File: src/rtl/pca_tb_pkg.sv
package pca_tb_pkg;

   typedef enum logic [1:0] {
      SRC_DIV_SLOW = 2'd0,
      SRC_DIV_FAST = 2'd1,
      SRC_TMR_OVF  = 2'd2,
      SRC_EXT_PIN  = 2'd3
   } cnt_src_e;

   // bit positions decoded by software
   localparam int MODE_IDLE_BIT = 7;
   localparam int MODE_WDOG_BIT = 6;
   localparam int MODE_SRC_LSB  = 1;
   localparam int MODE_IE_BIT   = 0;
   localparam int CTRL_OVF_BIT  = 7;
   localparam int CTRL_RUN_BIT  = 6;
   localparam int CTRL_FLAGS_W  = 5;

endpackage

File: src/rtl/pca_prescaler.sv
module pca_prescaler #(
   parameter int SLOW_DIV = 6,
   parameter int FAST_DIV = 2
) (
   input  logic clk,
   input  logic rst_n,
   input  logic restart,
   input  logic half_speed,
   input  logic fast_sel,
   output logic tick
);
   localparam int DIV_W = $clog2(2 * SLOW_DIV + 1);
   localparam logic [DIV_W-1:0] SLOW_END   = DIV_W'(SLOW_DIV - 1);
   localparam logic [DIV_W-1:0] SLOW_END_2 = DIV_W'(2 * SLOW_DIV - 1);
   localparam logic [DIV_W-1:0] FAST_END   = DIV_W'(FAST_DIV - 1);
   localparam logic [DIV_W-1:0] FAST_END_2 = DIV_W'(2 * FAST_DIV - 1);

   logic [DIV_W-1:0] div_q;
   logic [DIV_W-1:0] end_val;

   always_comb begin
      if (fast_sel) end_val = half_speed ? FAST_END_2 : FAST_END;
      else          end_val = half_speed ? SLOW_END_2 : SLOW_END;
   end

   assign tick = (div_q >= end_val);

   always_ff @(posedge clk or negedge rst_n) begin
      if (!rst_n)       div_q <= '0;
      else if (restart) div_q <= '0;
      else if (tick)    div_q <= '0;
      else              div_q <= div_q + 1'b1;
   end
endmodule

File: src/rtl/pca_pin_edge.sv
module pca_pin_edge #(
   parameter int STAGES = 2
) (
   input  logic clk,
   input  logic rst_n,
   input  logic pin,
   output logic rise
);
   logic [STAGES-1:0] sync_q;
   logic              last_q;

   always_ff @(posedge clk or negedge rst_n) begin
      if (!rst_n) begin
         sync_q <= '0;
         last_q <= 1'b0;
      end else begin
         sync_q <= {sync_q[STAGES-2:0], pin};
         last_q <= sync_q[STAGES-1];
      end
   end

   assign rise = sync_q[STAGES-1] & ~last_q;
endmodule

File: src/rtl/pca_sfr_regs.sv
module pca_sfr_regs
   import pca_tb_pkg::*;
#(
   parameter int N_MOD = 5
) (
   input  logic             clk,
   input  logic             rst_n,
   input  logic             wr_en,
   input  logic             sel,
   input  logic [7:0]       wdata,
   input  logic             hw_ovf,
   input  logic [N_MOD-1:0] mod_hit,
   output logic             idle_ctl,
   output logic             wdog_en,
   output cnt_src_e         src_sel,
   output logic             ovf_ie,
   output logic             run,
   output logic             cf,
   output logic [N_MOD-1:0] ccf,
   output logic             src_restart,
   output logic [7:0]       rdata
);
   logic                    wr_mode, wr_ctrl;
   logic [CTRL_FLAGS_W-1:0] flags_rd;
   logic                    unused_wbits;

   assign wr_mode = wr_en & ~sel;
   assign wr_ctrl = wr_en & sel;
   assign src_restart = wr_mode &
                        (wdata[MODE_SRC_LSB +: 2] != src_sel);
   assign unused_wbits = wdata[5];

   always_ff @(posedge clk or negedge rst_n) begin
      if (!rst_n) begin
         idle_ctl <= 1'b0;
         wdog_en  <= 1'b0;
         src_sel  <= SRC_DIV_SLOW;
         ovf_ie   <= 1'b0;
      end else if (wr_mode) begin
         idle_ctl <= wdata[MODE_IDLE_BIT];
         wdog_en  <= wdata[MODE_WDOG_BIT];
         src_sel  <= cnt_src_e'(wdata[MODE_SRC_LSB +: 2]);
         ovf_ie   <= wdata[MODE_IE_BIT];
      end
   end

   // hardware sets take priority over a clearing write
   always_ff @(posedge clk or negedge rst_n) begin
      if (!rst_n) begin
         run <= 1'b0;
         cf  <= 1'b0;
         ccf <= '0;
      end else begin
         if (wr_ctrl) run <= wdata[CTRL_RUN_BIT];
         cf  <= (wr_ctrl ? wdata[CTRL_OVF_BIT] : cf) | hw_ovf;
         ccf <= (wr_ctrl ? wdata[N_MOD-1:0] : ccf) | mod_hit;
      end
   end

   generate
      if (N_MOD == CTRL_FLAGS_W) begin : g_flags_full
         assign flags_rd = ccf;
      end else begin : g_flags_pad
         assign flags_rd = {{(CTRL_FLAGS_W - N_MOD){1'b0}}, ccf};
      end
   endgenerate

   always_comb begin
      if (sel) rdata = {cf, run, 1'b0, flags_rd};
      else     rdata = {idle_ctl, wdog_en, 3'b000, src_sel, ovf_ie};
   end
endmodule

File: src/rtl/pca_timebase.sv
module pca_timebase
   import pca_tb_pkg::*;
#(
   parameter int CNT_W       = 16,
   parameter int N_MOD       = 5,
   parameter int SLOW_DIV    = 6,
   parameter int FAST_DIV    = 2,
   parameter int SYNC_STAGES = 2,
   parameter bit EXT_PIN_EN  = 1'b1
) (
   input  logic             clk,
   input  logic             rst_n,
   input  logic             sfr_wr,
   input  logic             sfr_sel,
   input  logic [7:0]       sfr_wdata,
   output logic [7:0]       sfr_rdata,
   input  logic             half_speed,
   input  logic             cpu_idle,
   input  logic             tmr_ovf,
   input  logic             ext_pin,
   input  logic [N_MOD-1:0] mod_hit,
   output logic [CNT_W-1:0] count_o,
   output logic             ovf_irq,
   output logic             wdog_en
);
   localparam logic [CNT_W-1:0] CNT_TOP = {CNT_W{1'b1}};

   // elaboration-time parameter checks
   generate
      if (CNT_W < 2) begin : g_bad_cnt_w
         $error("pca_timebase: CNT_W must be at least 2");
      end
      if (N_MOD < 1 || N_MOD > CTRL_FLAGS_W) begin : g_bad_n_mod
         $error("pca_timebase: N_MOD must lie in 1..5");
      end
      if (FAST_DIV < 1 || SLOW_DIV <= FAST_DIV) begin : g_bad_div
         $error("pca_timebase: need 1 <= FAST_DIV < SLOW_DIV");
      end
      if (SYNC_STAGES < 2) begin : g_bad_sync
         $error("pca_timebase: SYNC_STAGES must be at least 2");
      end
   endgenerate

   logic     idle_ctl, ovf_ie, run, cf, src_restart;
   cnt_src_e src_sel;
   logic [N_MOD-1:0] ccf;
   logic     div_tick, pin_rise, src_tick, cnt_en, hw_ovf;

   pca_sfr_regs #(.N_MOD(N_MOD)) u_regs (
      .clk         (clk),
      .rst_n       (rst_n),
      .wr_en       (sfr_wr),
      .sel         (sfr_sel),
      .wdata       (sfr_wdata),
      .hw_ovf      (hw_ovf),
      .mod_hit     (mod_hit),
      .idle_ctl    (idle_ctl),
      .wdog_en     (wdog_en),
      .src_sel     (src_sel),
      .ovf_ie      (ovf_ie),
      .run         (run),
      .cf          (cf),
      .ccf         (ccf),
      .src_restart (src_restart),
      .rdata       (sfr_rdata)
   );

   pca_prescaler #(.SLOW_DIV(SLOW_DIV), .FAST_DIV(FAST_DIV)) u_presc (
      .clk        (clk),
      .rst_n      (rst_n),
      .restart    (src_restart),
      .half_speed (half_speed),
      .fast_sel   (src_sel == SRC_DIV_FAST),
      .tick       (div_tick)
   );

   generate
      if (EXT_PIN_EN) begin : g_ext_pin
         pca_pin_edge #(.STAGES(SYNC_STAGES)) u_pin (
            .clk   (clk),
            .rst_n (rst_n),
            .pin   (ext_pin),
            .rise  (pin_rise)
         );
      end else begin : g_no_ext_pin
         logic unused_pin;
         assign unused_pin = ext_pin;
         assign pin_rise   = 1'b0;
      end
   endgenerate

   always_comb begin
      unique case (src_sel)
         SRC_DIV_SLOW,
         SRC_DIV_FAST: src_tick = div_tick;
         SRC_TMR_OVF:  src_tick = tmr_ovf;
         SRC_EXT_PIN:  src_tick = pin_rise;
         default:      src_tick = 1'b0;
      endcase
   end

   assign cnt_en  = run & ~(idle_ctl & cpu_idle) & src_tick;
   assign hw_ovf  = cnt_en & (count_o == CNT_TOP);
   assign ovf_irq = cf & ovf_ie;

   always_ff @(posedge clk or negedge rst_n) begin
      if (!rst_n)      count_o <= '0;
      else if (cnt_en) count_o <= count_o + 1'b1;
   end
endmodule

File: config.mk
export PLATFORM = sky130hd
export DESIGN_NAME = pca_timebase
export DESIGN_NICKNAME = d
export VERILOG_FILES = /design/src/rtl/pca_tb_pkg.sv /design/src/rtl/pca_prescaler.sv /design/src/rtl/pca_pin_edge.sv /design/src/rtl/pca_sfr_regs.sv /design/src/rtl/pca_timebase.sv
export SDC_FILE = /design/constraint.sdc
export NUM_CORES = 1
export LEC_CHECK = 0
export BUFFER_PORTS_ARGS = -buffer_cell sky130_fd_sc_hd__buf_2
export CAP_MARGIN = 40
export CORE_MARGIN = 2
export CORE_UTILIZATION = 54
export CTS_BUF_LIST = sky130_fd_sc_hd__clkbuf_8
export DETAILED_ROUTE_END_ITERATION = 10
export PLACE_DENSITY = 0.89
export SYNTH_ARGS = -nofsm -noshare
export SYNTH_HDL_FRONTEND = slang
export SYNTH_HIERARCHICAL = 1
export SYNTH_SLANG_ARGS = --single-unit
File: constraint.sdc
create_clock -name clk -period 3.09 [get_ports clk]
set_input_delay 0.309 -clock clk [delete_from_list [all_inputs] [get_ports clk]]
set_output_delay 0.309 -clock clk [all_outputs]
set_load 0.02 [all_outputs]
Word level (Yosys, flattened, before mapping)
Cells that the tools add are included.

cells by class
  $add $sub $neg = 2
  magnitude comparators = 1
  eq/ne operators = 5
  muxes and demuxes = 9
  bitwise gates (word level) = 14
  reduce and logical (&&, ||, !) cells = 2

operator list
  operator                                                               count
  16-bit by 1-bit adder with 16-bit output, second input constant        1
  16-bit equality test, second input constant                            1
  4-bit two-way mux                                                      4
  1-bit AND                                                              9
  8-bit two-way mux                                                      1
  5-bit two-way mux                                                      1
  5-bit OR                                                               1
  4-bit by 1-bit adder with 4-bit output, second input constant          1
  2-bit equality test, second input constant                             2
  4-bit >= comparator                                                    1
  1-bit inverter                                                         3
  1-bit one-hot mux with 3 select lines                                  1
  2-bit by 1-bit equality test with 1-bit output, second input constant  1
  2-bit logical NOT                                                      1
  2-bit two-way mux                                                      1
  2-bit inequality test                                                  1
  2-bit OR reduction                                                     1
  1-bit two-way mux                                                      1
  1-bit OR                                                               1

storage, ports and cells
  register bits = 35
  logic and storage cells = 44

Logic depth before layout (Yosys ltp)
Gate-level depths: netlist of the first run.

  word-level depth = 7
  gate-level depth with buffers = 10
  mapped depth without buffers = 9

Cells and area by module
Netlist of the first run, hierarchy kept.

by module, submodules not included
  module         times used  cells an instance  area each (um^2)
  pca_timebase   1           69                 815.8
  pca_sfr_regs   1           46                 625.6
  pca_prescaler  1           25                 250.2
  pca_pin_edge   1           4                  88.8

Least setup slack after synthesis of the first run
OpenSTA, ideal clock, no wires.

  path kind = register to register
  start point = register u_regs.src_sel[0]
  end point = register count_o[3]
  setup time = 0.130 ns
  data arrival time = 2.039 ns
  setup slack = 0.921 ns
  cell stages (with the launch flop) = 11
  buffers on the path = 1
  clock period less this slack = 2.169 ns
  cell sequence = dfrtp_1 > nor2b_1 > or2_1 > ha_1 > nand2_1 > o21ai_1 > o2bb2ai_2 > a211oi_2 > buf_2 > nand4_1 > xnor2_1

between the ends
  cells in the longest elaborated chain, start to end = 5
  elaborated cells between the ends (all ways) = 9
  classes of those cells = order compare: 1; eq/ne: 3; mux: 2; bitwise: 1; reduce/logical: 2

ends and longest elaborated chain
  what                                            line                 source
  from (decl)                                     pca_sfr_regs.sv:15   output cnt_src_e src_sel,
  from (signal assigned)                          pca_sfr_regs.sv:42   src_sel <= cnt_src_e'(wdata[MODE_SRC_LSB +: 2]);
  2-bit by 1-bit equality test with 1-bit output  pca_timebase.sv:73   .fast_sel (src_sel == SRC_DIV_FAST),
  4-bit two-way mux                               pca_prescaler.sv:22  if (fast_sel) end_val = half_speed ? FAST_END_2 : FAST_END;
  4-bit >= comparator                             pca_prescaler.sv:26  assign tick = (div_q >= end_val);
  via div_tick                                    pca_timebase.sv:47   logic div_tick, pin_rise, src_tick, cnt_en, hw_ovf;
  1-bit one-hot mux with 3 select lines           pca_timebase.sv:93   unique case (src_sel)
  1-bit AND                                       pca_timebase.sv:102  assign cnt_en = run & ~(idle_ctl & cpu_idle) & src_tick;
  to (signal assigned)                            pca_timebase.sv:108  else if (cnt_en) count_o <= count_o + 1'b1;
  to (decl)                                       pca_timebase.sv:22   output logic [CNT_W-1:0] count_o,

The timed path passes the listed nets, and every way through them passes these cells.
A chain may end at the register's enable or synchronous reset.

Worst setup path after layout of the first run
  start point = register u_regs.src_sel[1]
  end point = register u_regs.cf

between the ends
  cells in the longest elaborated chain, start to end = 7
  elaborated cells between the ends (all ways) = 11
  classes of those cells = order compare: 1; eq/ne: 3; mux: 2; bitwise: 3; reduce/logical: 2

ends and longest elaborated chain
  what                                            line                 source
  2-bit by 1-bit equality test with 1-bit output  pca_timebase.sv:73
  4-bit two-way mux                               pca_prescaler.sv:22
  4-bit >= comparator                             pca_prescaler.sv:26
  via div_tick                                    pca_timebase.sv:47
  1-bit one-hot mux with 3 select lines           pca_timebase.sv:93
  1-bit AND                                       pca_timebase.sv:102
  1-bit AND                                       pca_timebase.sv:103  assign hw_ovf = cnt_en & (count_o == CNT_TOP);
  via hw_ovf                                      pca_timebase.sv:47
  1-bit OR                                        pca_sfr_regs.sv:55   cf <= (wr_ctrl ? wdata[CTRL_OVF_BIT] : cf) | hw_ovf;
  to (signal assigned)                            pca_sfr_regs.sv:55
  to (decl)                                       pca_sfr_regs.sv:18   output logic cf,

The timed path passes the listed nets, and every way through them passes these cells.

==> impl_metrics.csv, run 1 <==
group,metric,value,unit
detailed_routing,vias_per_cell,5.51,
clock_network,cts_resized,0,
detailed_routing,drt_first_pass_iters,4,
logic_synthesis,synthCells,144,
die,num_io_pins,47,
worst_setup_path,reg2reg_slack,0.71,ns
timing,min_period,2.38,ns
flow_run,cap_violations,0,
clock_network,worstSkewPairLatency,0.28,ns
logic_synthesis,ys_seq_area_share,49.2,%
worst_setup_path,endpoint,"u_regs/cf",
logic_synthesis,synth_commonest_cells,"dfrtp_1, xnor2_1, mux2_2, nand3_1",
logic_synthesis,synth-edff-count,0,
clock_network,cts_sinks,35,
global_routing,busiest_layer,"met2",
die,dieArea,3770,µm²
finish,drive_above_1_share,42.9,%
worst_setup_path,startpoint_type,"flop",
global_routing,grt_pass1_vias,1324,
timing,finalCritPeriodShare,77.0,%
die,die_x,61.4,µm
worst_setup_path,end_kind,"flop",
die,core,3100,µm²
finish,antennaDiodeCount,0,
global_routing,overflow,0,
clock_network,post-cts-setup-buffers,0,
clock_network,cts.htree.levels,2,
global_routing,met2_usage,36.2,%
die,num_rows,20,
status,outcome,"complete, no violations",
logic_synthesis,yosysUniqueCellTypes,37,
finish,layout.nets,216,
worst_setup_path,cp.arrival,2.61,ns
global_routing,track_usage,20.7,%
detailed_routing,drc,0,
worst_setup_path,critical_path_class,"reg -> reg",
logic_synthesis,syn_avg_cell_area,12.4,µm²
worst_setup_path,reg2reg_depth,9,
clock_network,cts_buffers,5,
global_routing,grt_start_max_net_pins,36,
logic_synthesis,yosys-top-cells-area,"dfrtp_1, xnor2_1, mux2_2",
logic_synthesis,synth_area,1780,µm²
timing,tns,0,ns
detailed_routing,antenna_left,0,
timing,tightest_slew,0.780,ns
detailed_routing,vias,1295,
timing,drv_slew,0,
timing,rsz0062_at_grt,"no",
power,ir_drop,0.518,mV
timing,setup_viol,0,
timing,fmaxAchievable,420,MHz
die,die_h,61.4,µm
worst_setup_path,r2r-start,"u_regs/src_sel[1]",
clock_network,root_buffer,"clkbuf_8",
worst_setup_path,cp_max_fo,7,
logic_synthesis,yosys.area.top_type,"dfrtp_1",
global_routing,grt_pass1_wl,5650,µm
finish,syn_to_final_growth,19.1,%
clock_network,tritoncts,"built",
placement,place_inst,227,
finish,stdcell_count,235,
logic_synthesis,synthArstFlopShare,100,%
power,p_per_area,640,nW/µm²
logic_synthesis,synth_most_common_cell,"dfrtp_1",
detailed_routing,drt_iter0_drc,16,
clock_network,clk_pin_slew_worst_paths,0.07,ns
logic_synthesis,synth_nets,170,
clock_network,clock_path_buffers,2,
placement,place.port_buffers,44,
finish,fin_util,68.3,%
placement,place.gp.congestion,0.753,
logic_synthesis,ys.warnings.count,6,
worst_setup_path,crit_required,3.32,ns
timing,hold_viol_final,0,
clock_network,holdBufCountCts,0,
placement,dpl.hpwl,2600,µm
min_path,min_path_type,"in -> async",
worst_setup_path,r2r_end,"u_regs/cf",
worst_setup_path,startpoint,"u_regs/src_sel[1]",
detailed_routing,drt-wirelength-per-cell,15.2,µm
global_routing,grtUsageMet3,7.77,%
detailed_routing,routed_wl,3560,µm
timing,worst_clock_skew,0.00898,ns
timing,max_slew_margin,48.0,%
logic_synthesis,synthFlopType,"dfrtp_1",
global_routing,antenna_found_initial,0,
global_routing,met1_usage,23.5,%
power,p_leak,1.06,nW
logic_synthesis,synth_seq_cells,35,
logic_synthesis,synth_top_cell_area_share,49.2,%
die,initial_utilization,57.4,%
worst max-delay path, stage by stage (launching register included):
cell and delay [ns]:
dfrtp_1 0.51, nor2b_1 0.09, or2_1 0.22, ha_1 0.28
nand2_1 0.07, o21ai_1 0.18, o2bb2ai_2 0.09, a211o_4 0.36
nor4_1 0.36, a211o_2 0.15
worst min-delay path by stage:
| stage | from | endpoint | slack, ns |
|---|---|---|---|
| after floorplan | rst_n | count_o[0] | 0.01 |
| after global routing | ext_pin | g_ext_pin.u_pin/sync_q[0] | 0.13 |
| after CTS | rst_n | u_regs/ovf_ie | 0.12 |
| after global placement | g_ext_pin.u_pin/sync_q[0] | g_ext_pin.u_pin/sync_q[1] | 0.34 |
| final | rst_n | u_regs/ovf_ie | 0.1 |
| after detailed placement | g_ext_pin.u_pin/sync_q[0] | g_ext_pin.u_pin/sync_q[1] | 0.34 |
cells by family after synthesis:
family,share of synthesized area (%)
other,0.211
multiplexers,9.21
AO/OA/AOI/OAI,8.29
AND/OR/NAND/NOR,17.0
adder cells (fa/ha/maj),3.51
buffers and inverters,3.23
XOR/XNOR,9.35
flip-flops,49.2
power breakdown:
group          total, mW  internal (mW)  switching (mW)  leakage [nW]
sequential         0.614          0.530          0.0839         0.434
clock              0.356          0.200           0.156        0.0557
combinational      0.387          0.173           0.214         0.573
state kept, by name, indices dropped and copies added, names as in the netlist:
name                    count
u_regs/ovf_ie               1
u_regs/wdog_en              1
u_presc/div_q               4
g_ext_pin.u_pin/sync_q      2
g_ext_pin.u_pin/last_q      1
u_regs/ccf                  5
u_regs/idle_ctl             1
u_regs/src_sel              2
count_o                    16
u_regs/run                  1
u_regs/cf                   1
metrics by stage:
stage / total power [mW] / setup WS, ns / hold slack, ns / instance area, µm²
2_1_floorplan: 0.883 / 0.921 / 0.0134 / 1780
3_3_place_gp: 0.978 / 0.803 / 0.337 / 2020
3_5_place_dp: 1.01 / 0.691 / 0.337 / 2020
4_1_cts: 1.37 / 0.667 / 0.115 / 2120
5_1_grt: 1.43 / 0.521 / 0.128 / 2120
6_report: 1.36 / 0.710 / 0.0956 / 2120
area by class of cell:
class	count	area [µm²]
clock buffer	7	96.3
clock inverter	1	3.75
fill	253	982
inverter	4	15.0
multi-input combinational	99	847
sequential	35	876
tap	44	55.1
timing repair buffer	45	228
metal layers:
| layer | up-vias | wire, µm |
|---|---|---|
| li1 | 605 | - |
| met1 | 659 | 1490 |
| met2 | 31 | 1920 |
| met3 | 0 | 146 |
| met4 | 0 | 0 |
| met5 | - | 0 |
cell usage in the layout, fill, tap and decap left out, drive strengths merged:
| cell type | synthesis | final |
|---|---|---|
| buf | 4 | 45 |
| dfrtp | 35 | 35 |
| xnor2 | 15 | 15 |
| mux2 | 12 | 12 |
| and3 | 9 | 9 |
| nand3 | 7 | 7 |
| clkbuf | 2 | 7 |
| nand4 | 7 | 7 |
| a211o | 7 | 7 |
| inv | 4 | 5 |
| nand2 | 5 | 5 |
| ha | 5 | 5 |
| xor2 | 4 | 4 |
| nor2 | 4 | 4 |
| and4 | 3 | 3 |
| and2 | 3 | 3 |
| nor2b | 3 | 3 |
| nor3 | 2 | 2 |
| a21oi | 2 | 2 |
| mux2i | 1 | 1 |
| o2bb2ai | 1 | 1 |
| nor4 | 1 | 1 |
| a211oi | 1 | 1 |
| nor4b | 1 | 1 |
| o21ai | 1 | 1 |
| or2 | 1 | 1 |
| o211ai | 1 | 1 |
| nand2b | 1 | 1 |
| a21boi | 1 | 1 |
| conb | 1 | 1 |
Power figures use the tool's default switching activity.
==> inputs of run 2 (changes only) <==
==> constraint.sdc (replaced) <==
create_clock -name clk -period 2.4 [get_ports clk]
set_input_delay 0.24 -clock clk [delete_from_list [all_inputs] [get_ports clk]]
set_output_delay 0.24 -clock clk [all_outputs]
set_load 0.02 [all_outputs]
==> impl_metrics.csv, run 2 (synthesized netlist as in run 1, its figures left out) <==
group,metric,value,unit
detailed_routing,antenna_left,0,
placement,dpl_cell_area,2040,µm²
global_routing,overflow,0,
timing,hold_viol_final,0,
finish,n_fill_cell,243,
worst_setup_path,reg2reg_slack,0.16,ns
clock_network,root_buffer,"clkbuf_8",
timing,fmaxAchievable,446,MHz
timing,max_slew_margin,50.0,%
global_routing,grt_pass1_wl,5950,µm
placement,place.port_buffers,44,
global_routing,antenna_found_initial,0,
worst_setup_path,cp_max_fo,5,
die,die_h,61.4,µm
power,power.total,1.75,mW
timing,min_period,2.24,ns
placement,place_inst,229,
finish,stdcell_count,237,
die,num_rows,20,
placement,dpl.hpwl,2810,µm
clock_network,post-cts-setup-buffers,0,
die,initial_utilization,57.4,%
min_path,min_path_type,"in -> async",
finish,syn_to_final_growth,20.0,%
clock_network,cts_sinks,35,
die,core,3100,µm²
finish,ff_latch_area,876,µm²
clock_network,holdBufCountCts,0,
timing,drv_slew,0,
clock_network,worstSkewPairLatency,0.28,ns
worst_setup_path,end_kind,"flop",
finish,layout.nets,218,
finish,mostFrequentLayoutCells,"buf_2, dfrtp_1, xnor2_1",
timing,finalCritPeriodShare,93.4,%
timing,rsz0062_at_grt,"no",
detailed_routing,drt_first_pass_iters,4,
detailed_routing,routed_wl,3690,µm
clock_network,clk_pin_slew_worst_paths,0.07,ns
worst_setup_path,cp.arrival,2.44,ns
status,outcome,"complete, no violations",
timing,setup_viol,0,
flow_run,cap_violations,0,
detailed_routing,vias_per_cell,5.49,
detailed_routing,vias,1301,
die,num_io_pins,47,
finish,final_common_cell,"buf_2",
worst_setup_path,crit_slowest_cell,"dfrtp_1",
clock_network,clock_path_buffers,2,
finish,top_regs,"count_o x16, u_regs/ccf x5, u_presc/div_q x4",
detailed_routing,drc,0,
global_routing,grt_start_max_net_pins,36,
timing,tns,0,ns
detailed_routing,drt_iter0_drc,43,
worst_setup_path,startpoint_type,"flop",
finish,largest_reg_flops,16,
global_routing,grt_pass1_vias,1361,
finish,regMostFlops,"count_o",
die,dieArea,3770,µm²
finish,design_area,2140,µm²
worst_setup_path,crit_path_cell_trace,"nor2b_1 -> or2_1 -> ha_1 -> nand2_1 -> o21ai_1 -> o2bb2ai_2 -> a211o_4 -> nor4b_4 -> xor2_1",
finish,drive_above_1_share,43.5,%
placement,place.gp.congestion,0.723,
finish,antennaDiodeCount,0,
timing,worst_clock_skew,0.00742,ns
power,ir_drop,0.691,mV
clock_network,tritoncts,"built",
timing,tightest_slew,0.750,ns
worst_setup_path,critical_path_class,"reg -> reg",
worst_setup_path,slowest_delay,0.38,ns
clock_network,cts.htree.levels,2,
worst_setup_path,crit_required,2.60,ns
power,p_per_area,819,nW/µm²
detailed_routing,drt-wirelength-per-cell,15.6,µm
finish,multi_input_area,847,µm²
global_routing,track_usage,22.0,%
clock_network,cts_buffers,5,
clock_network,cts_resized,0,
power,p_leak,1.07,nW
die,die_x,61.4,µm
[run 2: final timing paths]
| path | startpoint | to | depth (start not counted) |
|---|---|---|---|
| min reg2reg | g_ext_pin.u_pin/sync_q[0] | g_ext_pin.u_pin/sync_q[1] | 0 |
| max | u_regs/src_sel[0] | count_o[15] | 9 |
| max in group asynchronous | rst_n | u_presc/div_q[3] | 1 |
| max reg2reg | u_regs/src_sel[0] | count_o[15] | 9 |
| min | rst_n | u_regs/idle_ctl | 1 |
| min in group clk | ext_pin | g_ext_pin.u_pin/sync_q[0] | 1 |
[run 2: report_power, final]
part	internal [mW]	leakage [nW]	total, mW	switching, mW
Sequential	0.683	0.434	0.778	0.0957
Combinational	0.230	0.583	0.517	0.288
Clock	0.257	0.0557	0.453	0.196
Total	1.17	1.07	1.75	0.579
[run 2: critical path, delay by kind of cell, from the launching register on]
kind,cells,cell delay (ns)
AOI/OAI and AO/OA,3,0.60
xor gates and xnor gates,1,0.18
adders and majority gates,1,0.28
DFF,1,0.38
and+or+nand+nor,4,0.70
[run 2: per-stage QoR]
step | setup slack, ns | hold WS (ns) | utilization [%]
after floorplan | 0.231 | -0.0556 | -
after global placement | 0.226 | 0.339 | 65.6
after detailed placement | 0.167 | 0.338 | 65.6
after CTS | 0.134 | 0.0524 | 68.8
after global routing | 0.0410 | 0.0620 | 68.8
final | 0.159 | 0.0218 | 68.8
[run 2: area by class of cell]
cell class | instances | area share [%]
clock buffer | 7 | 4.51
clock inverter | 1 | 0.176
inverter | 4 | 0.703
multi-input combinational | 99 | 39.7
sequential | 35 | 41.0
tap | 44 | 2.58
timing repair buffer | 47 | 11.4
[run 2: layer usage]
| metal | track usage [%] | wire length [µm] | up-vias |
|---|---|---|---|
| met3 | 5.67 | 151 | 6 |
| met5 | 0 | 0 | - |
| li1 | - | - | 603 |
| met1 | 24.7 | 1420 | 664 |
| met2 | 39.5 | 2070 | 28 |
| met4 | 9.12 | 50 | 0 |
==> inputs of run 3 (changes only) <==
--- a/config.mk
+++ b/config.mk
@@ -11,6 +11,7 @@
 export CORE_UTILIZATION = 54
 export CTS_BUF_LIST = sky130_fd_sc_hd__clkbuf_8
 export DETAILED_ROUTE_END_ITERATION = 10
+export HOLD_SLACK_MARGIN = 0.08
 export PLACE_DENSITY = 0.89
 export SYNTH_ARGS = -nofsm -noshare
 export SYNTH_HDL_FRONTEND = slang
==> impl_metrics.csv, run 3 (synthesized netlist as in run 1, its figures left out) <==
group,metric,value,unit
die,die_h,61.4,µm
clock_network,cts_buffers,5,
finish,antennaDiodeCount,0,
status,outcome,"complete, no violations",
worst_setup_path,startpoint_type,"flop",
detailed_routing,drt_iter0_drc,34,
global_routing,grt_pass1_vias,1364,
placement,place.gp.congestion,0.723,
global_routing,grt_start_max_net_pins,36,
finish,largest_reg_flops,16,
clock_network,tritoncts,"built",
detailed_routing,drc,0,
clock_network,cts_sinks,35,
global_routing,antenna_found_initial,0,
worst_setup_path,critical_path_class,"reg -> reg",
clock_network,clk_pin_slew_worst_paths,0.07,ns
detailed_routing,drt-wirelength-per-cell,15.7,µm
timing,tns,0,ns
global_routing,grt_pass1_wl,5970,µm
power,power.total,1.76,mW
worst_setup_path,crit_required,2.57,ns
finish,final_common_cell,"buf_2",
detailed_routing,vias,1298,
worst_setup_path,end_kind,"flop",
clock_network,post-cts-setup-buffers,0,
timing,tightest_slew,0.755,ns
timing,rsz0062_at_grt,"no",
placement,place.port_buffers,44,
die,dieArea,3770,µm²
clock_network,worstSkewPairLatency,0.28,ns
timing,hold_viol_final,0,
finish,top_regs,"count_o x16, u_regs/ccf x5, u_presc/div_q x4",
finish,fin_util,69.5,%
timing,finalCritPeriodShare,93.4,%
finish,syn_to_final_growth,21.1,%
timing,setup_viol,0,
detailed_routing,vias_per_cell,5.43,
timing,drv_slew,0,
timing,fmaxAchievable,446,MHz
worst_setup_path,cp_max_fo,12,
timing,max_slew_margin,49.7,%
timing,min_period,2.24,ns
finish,regMostFlops,"count_o",
global_routing,track_usage,22.0,%
finish,mostFrequentLayoutCells,"buf_2, dfrtp_1, xnor2_1",
die,initial_utilization,57.4,%
clock_network,cts.htree.levels,2,
detailed_routing,antenna_left,0,
power,ir_drop,0.690,mV
power,p_leak,1.08,nW
detailed_routing,routed_wl,3740,µm
clock_network,root_buffer,"clkbuf_8",
worst_setup_path,cp.arrival,2.41,ns
timing,worst_clock_skew,0.00769,ns
clock_network,clock_path_buffers,2,
die,num_io_pins,47,
die,num_rows,20,
detailed_routing,drt_first_pass_iters,4,
finish,layout.nets,220,
die,core,3100,µm²
min_path,min_path_type,"in -> reg",
finish,drive_above_1_share,43.1,%
power,p_per_area,814,nW/µm²
finish,n_fill_cell,244,
global_routing,overflow,0,
flow_run,cap_violations,0,
placement,dpl.hpwl,2810,µm
die,die_x,61.4,µm
[run 3: cell types whose count changed in the layout (fill, tap and decap cells not counted)]
cell and change:
dlygate4sd3_1 +2
[run 3: cell type report]
class                   count  area, µm²  area share, %
repair buffers             49        263           12.2
flip-flops and latches     35        876           40.6
well taps                  44       55.1           2.55
clock buffers               7       96.3           4.47
clock inverters             1       3.75          0.174
inverters                   4       15.0          0.696
multi-input cells          99        847           39.3
[run 3: path summary, 6_finish.rpt]
path                       slack, ns                         to                      start  cells after the start
setup / recovery                0.16                 count_o[1]          u_regs/src_sel[0]                      9
hold / removal                  0.15              u_regs/ccf[3]                 mod_hit[3]                      2
setup reg to reg                0.16                 count_o[1]          u_regs/src_sel[0]                      9
hold reg to reg                 0.35  g_ext_pin.u_pin/sync_q[1]  g_ext_pin.u_pin/sync_q[0]                      0
max in group asynchronous       1.36           u_presc/div_q[3]                      rst_n                      2
min in group asynchronous       0.56            u_regs/idle_ctl                      rst_n                      2
[run 3: power breakdown]
part,internal (mW),switching [mW],total (mW)
registers,0.683,0.0969,0.780
clock network,0.257,0.198,0.456
logic,0.232,0.288,0.520
[run 3: layer usage]
metal	up-vias	track usage, %	routed length, µm
li1	607	-	-
met1	664	24.9	1450
met2	21	39.5	2110
met3	6	5.67	129
met4	0	9.12	49
met5	-	0	0
[run 3: stage by stage]
stage / cells / area (µm²) / hold WS [ns] / setup WS (ns)
finish: 239 / 2160 / 0.145 / 0.159
global route: 239 / 2160 / 0.136 / 0.0410
CTS: 239 / 2160 / 0.144 / 0.134
detailed placement: 229 / 2040 / 0.338 / 0.167
global placement: 229 / 2040 / 0.339 / 0.226
floorplan: 144 / 1780 / -0.0556 / 0.231
[run 3: repair_timing]
item / in CTS / in global routing
endpoints found under the hold margin: 36 / 0
hold buffers: 2 / 0
resized for setup: 0 / 0
[run 3: critical path: stages (launching register included)]
cell and delay [ns]:
dfrtp_1 0.38, nor2b_1 0.14, or2_1 0.21, ha_1 0.28, nand2_1 0.07, o21ai_1 0.16
o2bb2ai_2 0.09, a211oi_2 0.20, buf_4 0.22, mux2_2 0.35
